[config.mk]
export PLATFORM = sky130hd
export DESIGN_NAME = cph_host
export DESIGN_NICKNAME = d
export VERILOG_FILES = /design/src/rtl/cph_pkg.sv /design/src/rtl/cph_core.sv /design/src/rtl/cph_in_gather.sv /design/src/rtl/cph_out_serve.sv /design/src/rtl/cph_host.sv
export SDC_FILE = /design/constraint.sdc
export NUM_CORES = 2
export LEC_CHECK = 0
export BUFFER_PORTS_ARGS = -buffer_cell sky130_fd_sc_hd__buf_2
export CAP_MARGIN = 40
export CORE_MARGIN = 2
export CORE_UTILIZATION = 40
export DETAILED_ROUTE_END_ITERATION = 10
export SLEW_MARGIN = 10
export SYNTH_ARGS = -nofsm -noshare
export SYNTH_HDL_FRONTEND = slang
export SYNTH_SLANG_ARGS = --single-unit
[constraint.sdc]
create_clock -name clk_i -period 4.05 [get_ports clk_i]
set_input_delay 0.81 -clock clk_i [delete_from_list [all_inputs] [get_ports clk_i]]
set_output_delay 0.81 -clock clk_i [all_outputs]
set_load 0.02 [all_outputs]
[src/rtl/cph_pkg.sv]
package cph_pkg;
  localparam int WORD_W = 32;
  localparam int NWORDS = 4;
  localparam int BLK_W  = WORD_W * NWORDS;
  localparam int ADDR_W = 3;

  localparam logic [ADDR_W-1:0] A_CTRL = 3'd0;
  localparam logic [ADDR_W-1:0] A_STAT = 3'd1;
  localparam logic [ADDR_W-1:0] A_DIN  = 3'd2;
  localparam logic [ADDR_W-1:0] A_DOUT = 3'd3;

  localparam int B_EN      = 0;
  localparam int B_MODE    = 1;
  localparam int B_CHAIN   = 3;
  localparam int B_CLR_DN  = 7;
  localparam int B_CLR_ERR = 8;

  localparam logic [1:0] MODE_DEC  = 2'b10;
  localparam logic [2:0] CHAIN_CBC = 3'b001;
endpackage

[src/rtl/cph_core.sv]
module cph_core #(
  parameter int BLK_W = 128,
  parameter int LAT   = 10,
  parameter int ROT   = 13
) (
  input  logic             clk_i,
  input  logic             rst_ni,
  input  logic             start_i,
  input  logic             dec_i,
  input  logic [BLK_W-1:0] data_i,
  input  logic [BLK_W-1:0] key_i,
  output logic             busy_o,
  output logic             fin_o,
  output logic [BLK_W-1:0] data_o
);
  localparam int CNT_W = $clog2(LAT);

  logic             busy_q;
  logic [CNT_W-1:0] cnt_q;
  logic [BLK_W-1:0] res_q;
  logic [BLK_W-1:0] xk;
  logic [BLK_W-1:0] res_d;

  always_comb begin
    xk = data_i ^ key_i;
    if (dec_i) res_d = (xk >> ROT) | (xk << (BLK_W - ROT));
    else       res_d = ((data_i << ROT) | (data_i >> (BLK_W - ROT))) ^ key_i;
  end

  assign fin_o  = busy_q && (cnt_q == '0);
  assign busy_o = busy_q;
  assign data_o = res_q;

  always_ff @(posedge clk_i or negedge rst_ni) begin
    if (!rst_ni) begin
      busy_q <= 1'b0;
      cnt_q  <= '0;
      res_q  <= '0;
    end else if (start_i && !busy_q) begin
      busy_q <= 1'b1;
      cnt_q  <= CNT_W'(LAT - 1);
      res_q  <= res_d;
    end else if (busy_q) begin
      if (cnt_q == '0) busy_q <= 1'b0;
      else             cnt_q  <= cnt_q - 1'b1;
    end
  end
endmodule

[src/rtl/cph_in_gather.sv]
module cph_in_gather #(
  parameter int WORD_W = 32,
  parameter int NWORDS = 4
) (
  input  logic                     clk_i,
  input  logic                     rst_ni,
  input  logic                     clr_i,
  input  logic                     push_i,
  input  logic [WORD_W-1:0]        word_i,
  output logic                     full_o,
  output logic [WORD_W*NWORDS-1:0] blk_o
);
  localparam int BLK_W = WORD_W * NWORDS;
  localparam int CNT_W = $clog2(NWORDS);

  logic [BLK_W-1:0] sh_q;
  logic [CNT_W-1:0] cnt_q;

  // first word ends up in the top slot after NWORDS shifts
  assign blk_o  = {sh_q[BLK_W-WORD_W-1:0], word_i};
  assign full_o = push_i && (cnt_q == CNT_W'(NWORDS - 1));

  always_ff @(posedge clk_i or negedge rst_ni) begin
    if (!rst_ni) begin
      sh_q  <= '0;
      cnt_q <= '0;
    end else if (clr_i) begin
      cnt_q <= '0;
    end else if (push_i) begin
      sh_q  <= blk_o;
      cnt_q <= full_o ? '0 : cnt_q + 1'b1;
    end
  end
endmodule

[src/rtl/cph_out_serve.sv]
module cph_out_serve #(
  parameter int WORD_W = 32,
  parameter int NWORDS = 4
) (
  input  logic                     clk_i,
  input  logic                     rst_ni,
  input  logic                     clr_i,
  input  logic                     load_i,
  input  logic [WORD_W*NWORDS-1:0] blk_i,
  input  logic                     pop_i,
  output logic [WORD_W-1:0]        word_o,
  output logic                     empty_o
);
  localparam int BLK_W = WORD_W * NWORDS;
  localparam int CNT_W = $clog2(NWORDS + 1);

  logic [BLK_W-1:0] buf_q;
  logic [CNT_W-1:0] left_q;

  assign word_o  = buf_q[BLK_W-1 -: WORD_W];
  assign empty_o = (left_q == '0);

  always_ff @(posedge clk_i or negedge rst_ni) begin
    if (!rst_ni) begin
      buf_q  <= '0;
      left_q <= '0;
    end else if (load_i) begin
      buf_q  <= blk_i;
      left_q <= CNT_W'(NWORDS);
    end else if (clr_i) begin
      left_q <= '0;
    end else if (pop_i && !empty_o) begin
      buf_q  <= buf_q << WORD_W;
      left_q <= left_q - 1'b1;
    end
  end
endmodule

[src/rtl/cph_host.sv]
module cph_host
  import cph_pkg::*;
#(
  parameter int LAT = 10,
  parameter int ROT = 13
) (
  input  logic              clk_i,
  input  logic              rst_ni,
  input  logic              wr_en_i,
  input  logic              rd_en_i,
  input  logic [ADDR_W-1:0] addr_i,
  input  logic [WORD_W-1:0] wdata_i,
  input  logic [BLK_W-1:0]  key_i,
  output logic [WORD_W-1:0] rdata_o
);
  logic             en_q, done_q, err_q;
  logic [1:0]       mode_q;
  logic [2:0]       chain_q;
  logic [BLK_W-1:0] cv_q;
  logic [BLK_W-1:0] ct_q;
  logic             job_dec_q, job_cbc_q;

  logic             wr_ctrl, wr_cv;
  logic             din_hit, din_ok, din_err;
  logic             dout_hit, dout_ok, dout_err;
  logic             in_full;
  logic [BLK_W-1:0] in_blk;
  logic             core_busy, core_fin;
  logic [BLK_W-1:0] core_in, core_out, out_blk;
  logic [WORD_W-1:0] out_word;
  logic             out_empty;
  logic             dec_now, cbc_now;
  logic [1:0]       cv_idx;

  assign dec_now  = (mode_q == MODE_DEC);
  assign cbc_now  = (chain_q == CHAIN_CBC);
  assign wr_ctrl  = wr_en_i && (addr_i == A_CTRL);
  assign wr_cv    = wr_en_i && addr_i[2] && !core_busy;
  assign cv_idx   = 2'd3 - addr_i[1:0];

  assign din_hit  = wr_en_i && (addr_i == A_DIN) && en_q;
  assign din_ok   = din_hit && !core_busy;
  assign din_err  = din_hit && core_busy;
  assign dout_hit = rd_en_i && (addr_i == A_DOUT);
  assign dout_ok  = dout_hit && done_q && !out_empty;
  assign dout_err = dout_hit && !dout_ok;

  assign core_in  = (cbc_now && !dec_now) ? (in_blk ^ cv_q) : in_blk;
  assign out_blk  = (job_cbc_q && job_dec_q) ? (core_out ^ cv_q) : core_out;

  cph_in_gather #(.WORD_W(WORD_W), .NWORDS(NWORDS)) u_in (
    .clk_i  (clk_i),
    .rst_ni (rst_ni),
    .clr_i  (!en_q),
    .push_i (din_ok),
    .word_i (wdata_i),
    .full_o (in_full),
    .blk_o  (in_blk)
  );

  cph_core #(.BLK_W(BLK_W), .LAT(LAT), .ROT(ROT)) u_core (
    .clk_i   (clk_i),
    .rst_ni  (rst_ni),
    .start_i (in_full),
    .dec_i   (dec_now),
    .data_i  (core_in),
    .key_i   (key_i),
    .busy_o  (core_busy),
    .fin_o   (core_fin),
    .data_o  (core_out)
  );

  cph_out_serve #(.WORD_W(WORD_W), .NWORDS(NWORDS)) u_out (
    .clk_i   (clk_i),
    .rst_ni  (rst_ni),
    .clr_i   (!en_q),
    .load_i  (core_fin),
    .blk_i   (out_blk),
    .pop_i   (dout_ok),
    .word_o  (out_word),
    .empty_o (out_empty)
  );

  always_ff @(posedge clk_i or negedge rst_ni) begin
    if (!rst_ni) begin
      en_q    <= 1'b0;
      mode_q  <= '0;
      chain_q <= '0;
    end else if (wr_ctrl) begin
      en_q    <= wdata_i[B_EN];
      mode_q  <= wdata_i[B_MODE +: 2];
      chain_q <= wdata_i[B_CHAIN +: 3];
    end
  end

  always_ff @(posedge clk_i or negedge rst_ni) begin
    if (!rst_ni) begin
      job_dec_q <= 1'b0;
      job_cbc_q <= 1'b0;
      ct_q      <= '0;
    end else if (in_full) begin
      job_dec_q <= dec_now;
      job_cbc_q <= cbc_now;
      ct_q      <= in_blk;
    end
  end

  // chaining vector: host writes when idle, core completion in CBC
  always_ff @(posedge clk_i or negedge rst_ni) begin
    if (!rst_ni) begin
      cv_q <= '0;
    end else if (core_fin && job_cbc_q) begin
      cv_q <= job_dec_q ? ct_q : core_out;
    end else if (wr_cv) begin
      cv_q[cv_idx*WORD_W +: WORD_W] <= wdata_i;
    end
  end

  // set wins over clear
  always_ff @(posedge clk_i or negedge rst_ni) begin
    if (!rst_ni) begin
      done_q <= 1'b0;
      err_q  <= 1'b0;
    end else begin
      if (core_fin)                          done_q <= 1'b1;
      else if (wr_ctrl && wdata_i[B_CLR_DN]) done_q <= 1'b0;
      if (din_err || dout_err)                err_q <= 1'b1;
      else if (wr_ctrl && wdata_i[B_CLR_ERR]) err_q <= 1'b0;
    end
  end

  always_comb begin
    rdata_o = '0;
    unique case (addr_i)
      A_CTRL:  rdata_o[5:0] = {chain_q, mode_q, en_q};
      A_STAT:  rdata_o[2:0] = {core_busy, err_q, done_q};
      A_DOUT:  if (done_q && !out_empty) rdata_o = out_word;
      A_DIN:   rdata_o = '0;
      default: rdata_o = cv_q[cv_idx*WORD_W +: WORD_W];
    endcase
  end
endmodule

# Word-level counts from Yosys, hierarchy flattened
# Cells that the tools add are included.
dict set report totals {
  reg_bits 628
  in_bits 167
  output_inout_bits 32
  wordCells 109
}
dict set report classes {
  n_addsub 5
  n_eq_ne 9
  shifts 3
  muxes 30
  n_bitwise 6
  reduce_logical 40
}
# op n
set op_table {}
lappend op_table {{$mux W128} 9}
lappend op_table {{$xor A128 B128 Y128} 4}
lappend op_table {{$bwmux W128} 1}
lappend op_table {{$or A115 B128 Y128} 1}
lappend op_table {{$or A128 B13 Y128} 1}
lappend op_table {{$shift A32 B34 Y128 const A} 1}
lappend op_table {{$shiftx A128 B8 Y32} 1}
lappend op_table {{$shiftx A32 B34 Y128} 1}
lappend op_table {{$pmux W26 S2} 1}
lappend op_table {{$neg A7 Y34} 1}
lappend op_table {{$mux W32} 1}
lappend op_table {{$logic_and A1 B1 Y1} 21}
lappend op_table {{$mux W4} 3}
lappend op_table {{$pmux W3 S4} 1}
lappend op_table {{$reduce_bool A2 Y1} 6}
lappend op_table {{$mux W3} 3}
lappend op_table {{$pmux W3 S3} 1}
lappend op_table {{$mux W1} 7}
lappend op_table {{$eq A3 B1 Y1 const B} 2}
lappend op_table {{$eq A3 B2 Y1 const B} 2}
lappend op_table {{$logic_not A3 Y1} 2}
lappend op_table {{$mux W2} 3}
lappend op_table {{$reduce_and A2 Y1} 3}
lappend op_table {{$eq A2 B2 Y1 const B} 2}
lappend op_table {{other kinds (12)} 15}

# Depth between registers and ports, before layout
dict set report depth {
  ltp_word 8
  mapped_depth 12
  mapped_depth_nobuf 7
}

# Modules after synthesis
# From an unflattened synthesis, not the netlist that was laid out.
dict set report unflattened {
  cells_unflattened 3373
  hier_area_um2 35574.1
}
# module instances cells_per_inst area_each_um2 seq_area_each_um2
set modules_own_cells {}
lappend modules_own_cells {cph_host 1 1706 17712.0 6656.4}
lappend modules_own_cells {cph_core 1 712 7613.6 3328.2}
lappend modules_own_cells {cph_out_serve 1 710 6114.6 3278.1}
lappend modules_own_cells {cph_in_gather 1 245 4134.0 2452.4}

# Least setup slack after synthesis
# OpenSTA, ideal clock, no wires.
dict set report synth_path {
  path_type {input-to-output}
  start {in addr_i[1]}
  end {out rdata_o[10]}
  arrival_time_ps 2949
  required_time_ps 3240
  slack_ps 291
  path_stages 7
  path_buffers 3
  cell_sequence {clkbuf_1 -> clkbuf_1 -> inv_1 -> ha_1 -> o41ai_1 -> clkbuf_1 -> a22o_1}
}
dict set report synth_between {
  elab_chain_cells 3
  elab_cells_between_ends 8
  classes_between {add/sub: 1; eq/ne: 3; shift: 1; mux: 1; reduce/logical: 2}
}
# item line
set synth_rtl {}
lappend synth_rtl {{from (decl)} cph_host.sv:11} ;# input logic [ADDR_W-1:0] addr_i,
lappend synth_rtl {{$sub A2 B2 Y2 (tied with other cells)} cph_host.sv:39} ;# assign cv_idx = 2'd3 - addr_i[1:0];
lappend synth_rtl {{$shiftx A128 B8 Y32 / $reduce_or A3 Y1 (equally long branches)} --}
lappend synth_rtl {{$pmux W26 S2 (*)} cph_host.sv:134} ;# unique case (addr_i)
lappend synth_rtl {{to (decl)} cph_host.sv:14} ;# output logic [WORD_W-1:0] rdata_o
# Mark *: on every way between the ends. The rest lies on a longest branch, timed or not.

# Final worst setup path
dict set report layout_path {
  start {reg u_out.left_q[0]}
  end {out rdata_o[5]}
}
dict set report layout_between {
  elab_chain_cells 5
}
# item line
set layout_rtl {}
lappend layout_rtl {{from (decl)} cph_out_serve.sv:18} ;# logic [CNT_W-1:0] left_q;
lappend layout_rtl {{from (signal assigned)} cph_out_serve.sv:29} ;# left_q <= CNT_W'(NWORDS);
lappend layout_rtl {{from (signal assigned)} cph_out_serve.sv:34} ;# left_q <= left_q - 1'b1;
lappend layout_rtl {{$logic_not A3 Y1} cph_out_serve.sv:21} ;# assign empty_o = (left_q == '0);
lappend layout_rtl {{$logic_not A1 Y1} cph_host.sv:137} ;# A_DOUT: if (done_q && !out_empty) rdata_o = out_word;
lappend layout_rtl {{$logic_and A1 B1 Y1} cph_host.sv:137}
lappend layout_rtl {{$mux W32} cph_host.sv:137}
lappend layout_rtl {{$pmux W3 S3} cph_host.sv:134}
# Every way passes these cells.

==> impl_metrics.json <==
{
  "finish.net_count": 4085,
  "synth_nets": 4066,
  "syn_area_um2": 35500,
  "instances_no_fill": 5130,
  "worstReg2RegStart": "u_core.cnt_q[0]",
  "die_x_um": 302,
  "yosysWarnings": 0,
  "vias_per_cell": 6.07,
  "areaGrowthSynthToFinish_pct": 12.3,
  "r2r_cells": 7,
  "synthSimpleGateAreaFrac": 0.193,
  "hold_viol_final": 0,
  "synthMuxAreaShare": 0.0586,
  "holdWs_ns": 0.237,
  "numPortBuffers": 198,
  "hold_buffers": 0,
  "io_pins": 199,
  "syn-mean-instance-area_um2": 9.14,
  "ys_seq_area_frac": 0.442,
  "path_clk_slew_ns": 0.05,
  "grt_first_pass_wirelength_um": 225000,
  "gr-usage-met1": 0.467,
  "synthXorXnorAreaFrac": 0.127,
  "clk-insertion-delay-late_ns": 0.64,
  "cts_buffer_depth": 3,
  "rsz0062_at_grt": "no",
  "synth.distinct_cells": 49,
  "routed_wl_um": 160000,
  "worst_slew_pin_slew_ns": 1.23,
  "synth_top_family_by_area": "simple AND/OR/NAND/NOR gates",
  "rr_endpoint": "cv_q[7]",
  "outcome": "finished clean",
  "postSynthCellCount": 3887,
  "async_reset_ff_frac": 1.00,
  "path_cells": "inv_1 -> ha_1 -> ha_1 -> and4bb_1 -> buf_12 -> a222oi_1 -> inv_1 -> buf_2",
  "grt_util_met2": 0.502,
  "drt_iter0_markers": 4214,
  "postCtsSetupBuffers": 0,
  "place_ws_ns": 0.733,
  "ys_top_cells_by_area": "dfrtp_1 (44%), nand2_1 (13%), xnor2_1 (9.6%), mux2i_1 (3.6%), o21ai_0 (3.3%)",
  "r2r_setup_slack_ns": 1.15,
  "synth_compound_area_frac": 0.130,
  "setup_viol": 0,
  "slew_headroom": 0.182,
  "grt_most_used_layer": "met2",
  "grt_max_degree": 218,
  "crit_fanout": 32,
  "initial_core_util": 0.403,
  "fmax_mhz": 293,
  "grtUsageMet3": 0.0817,
  "antenna_found_initial": 21,
  "core_area_um2": 88200,
  "leakagePower_uw": 0.0172,
  "crit_path_top_delay_cell": "a222oi_1",
  "numCtsBuffers": 72,
  "dr.pass1.iters": 7,
  "hp-class": "primary input to async pin",
  "crit_required_ns": 3.24,
  "max-vdd-ir-drop_uv": 330,
  "max_stage_delay_ns": 0.40,
  "gp_congestion": 0.998,
  "die-height_um": 302,
  "cts.sinks": 628,
  "post-route-worst-setup-slack_ns": 0.642,
  "routedWlPerCell_um": 31.2,
  "grt_overflow": 0,
  "grt_pass1_vias": 29000,
  "powerDensity_nw_per_um2": 432,
  "antenna_left": 0,
  "num-fill-cells": 8554,
  "placed_cells": 4997,
  "htree_levels": 3,
  "fin_crit_ns": 3.41,
  "slew_violations": 0,
  "total_power_uw": 17200,
  "cts_resized": 0,
  "drc": 0,
  "yosysTopAreaCell": "dfrtp_1",
  "die_area_um2": 91200,
  "layout-drive-gt1-share": 0.139,
  "setup_tns_ns": 0,
  "cts_root_buffer": "clkbuf_16",
  "synth.ff_latch_count": 628,
  "synth-edff-count": 0,
  "startpoint_type": "flip-flop",
  "end_kind": "output pin",
  "maxCapViolCount": 0,
  "skew_ns": 0.0297,
  "path_buf_inv": 4,
  "fp-row-count": 109,
  "via_count": 31100,
  "crit_type": "flip-flop to output pin",
  "synth-main-ff-cell": "dfrtp_1",
  "synthAdderAreaFrac": 0.00423,
  "synth_top_area_frac": 0.442,
  "critPathArrivalTime_ns": 2.60,
  "cts_tree": "yes",
  "period_share": 0.841,
  "post-dp-hpwl_um": 113000,
  "path_delay_family": "buffers and inverters",
  "grt_util_all_layers": 0.349
}
[worst max path at each step]
stage                    start          end  depth (start not counted)
3_5_place_dp         addr_i[0]   rdata_o[3]                          8
4_1_cts        u_out.left_q[0]   rdata_o[3]                          8
3_3_place_gp         addr_i[0]   rdata_o[3]                          8
5_1_grt        u_out.left_q[0]   rdata_o[5]                          8
2_1_floorplan        addr_i[1]  rdata_o[10]                          7
6_report       u_out.left_q[0]   rdata_o[5]                          8
[cell usage in the layout (no fill, tap or decap), drive strengths merged, types with 95 or more instances in the layout]
master / n
dfrtp: 628
a21oi: 146
nand2: 1212
nand3: 97
clkbuf: 103
mux2i: 128
o21ai: 298
xor2: 126
a22oi: 95
buf: 279
xnor2: 390
[power by group]
group	total [µW]	internal, µW	switching (µW)	leakage, µW
Clock	6450	3640	2810	0.00111
Sequential	7640	6610	1030	0.00863
Combinational	3130	1290	1850	0.00746
[layout make-up]
type | instances | area, µm² | area share
Sequential cell | 628 | 15700 | 0.394
Multi-Input combinational cell | 2911 | 18300 | 0.459
Clock inverter | 22 | 163 | 0.00408
Tap cell | 1165 | 1460 | 0.0365
Inverter | 14 | 52.6 | 0.00132
Timing Repair Buffer | 279 | 2070 | 0.0518
Antenna cell | 8 | 20.0 | 0.000502
Clock buffer | 103 | 2080 | 0.0522
[synth_stat cells, types with 2 or more instances]
library cell and n:
nor3_1 5, a31oi_1 4, o211ai_1 55, and4bb_2 43
buf_1 41, a222oi_1 3, xnor2_1 390, a21oi_2 40
buf_6 11, a211oi_1 12, buf_4 8, and3_1 6
nor2_1 39, mux4_2 32, nand4b_1 2, a22oi_2 16
ha_1 12, clkbuf_1 150, and2_1 4, dfrtp_1 628
a221oi_2 5, a221o_1 24, mux2_2 7, inv_1 14
buf_2 121, xor2_1 126, a221oi_1 39, o21ai_1 61
nand3_1 96, buf_8 3, a22oi_1 79, a22o_1 26
nor2b_1 4, o21ai_0 237, mux2i_1 128, nor4bb_1 86
and4b_1 2, a21oi_1 106, nand2_1 1212
[registers in the layout, summed over array words and instances (netlist names)]
name / count
u_core.busy_o: 1
mode_q: 2
u_out.left_q: 3
u_out.buf_q: 128
u_core.cnt_q: 4
chain_q: 3
en_q: 1
u_in.cnt_q: 2
err_q: 1
job_dec_q: 1
job_cbc_q: 1
ct_q: 128
done_q: 1
u_in.sh_q: 96
u_core.data_o: 128
cv_q: 128
[per-layer routing]
layer / part of all wire / wire length (µm) / up-vias
met5: 0.0011 / 172 / -
met4: 0.080 / 12900 / 26
met3: 0.11 / 17000 / 414
met2: 0.42 / 67600 / 1889
met1: 0.39 / 62600 / 15600
li1: - / - / 13200
[through the flow]
stage,utilization,cell area [µm²]
5_1_grt,0.452,39900
4_1_cts,0.452,39900
6_report,0.452,39900
3_5_place_dp,0.426,37600
2_1_floorplan,-,35500
3_3_place_gp,0.426,37600
[cells by family after synthesis]
| family | Yosys count |
|---|---|
| XOR/XNOR | 516 |
| AND/OR/NAND/NOR | 1508 |
| adder cells (fa/ha/maj) | 12 |
| flip-flops | 628 |
| buffers and inverters | 348 |
| AO/OA/AOI/OAI | 708 |
| multiplexers | 167 |
(Power assumes the default switching activity.)
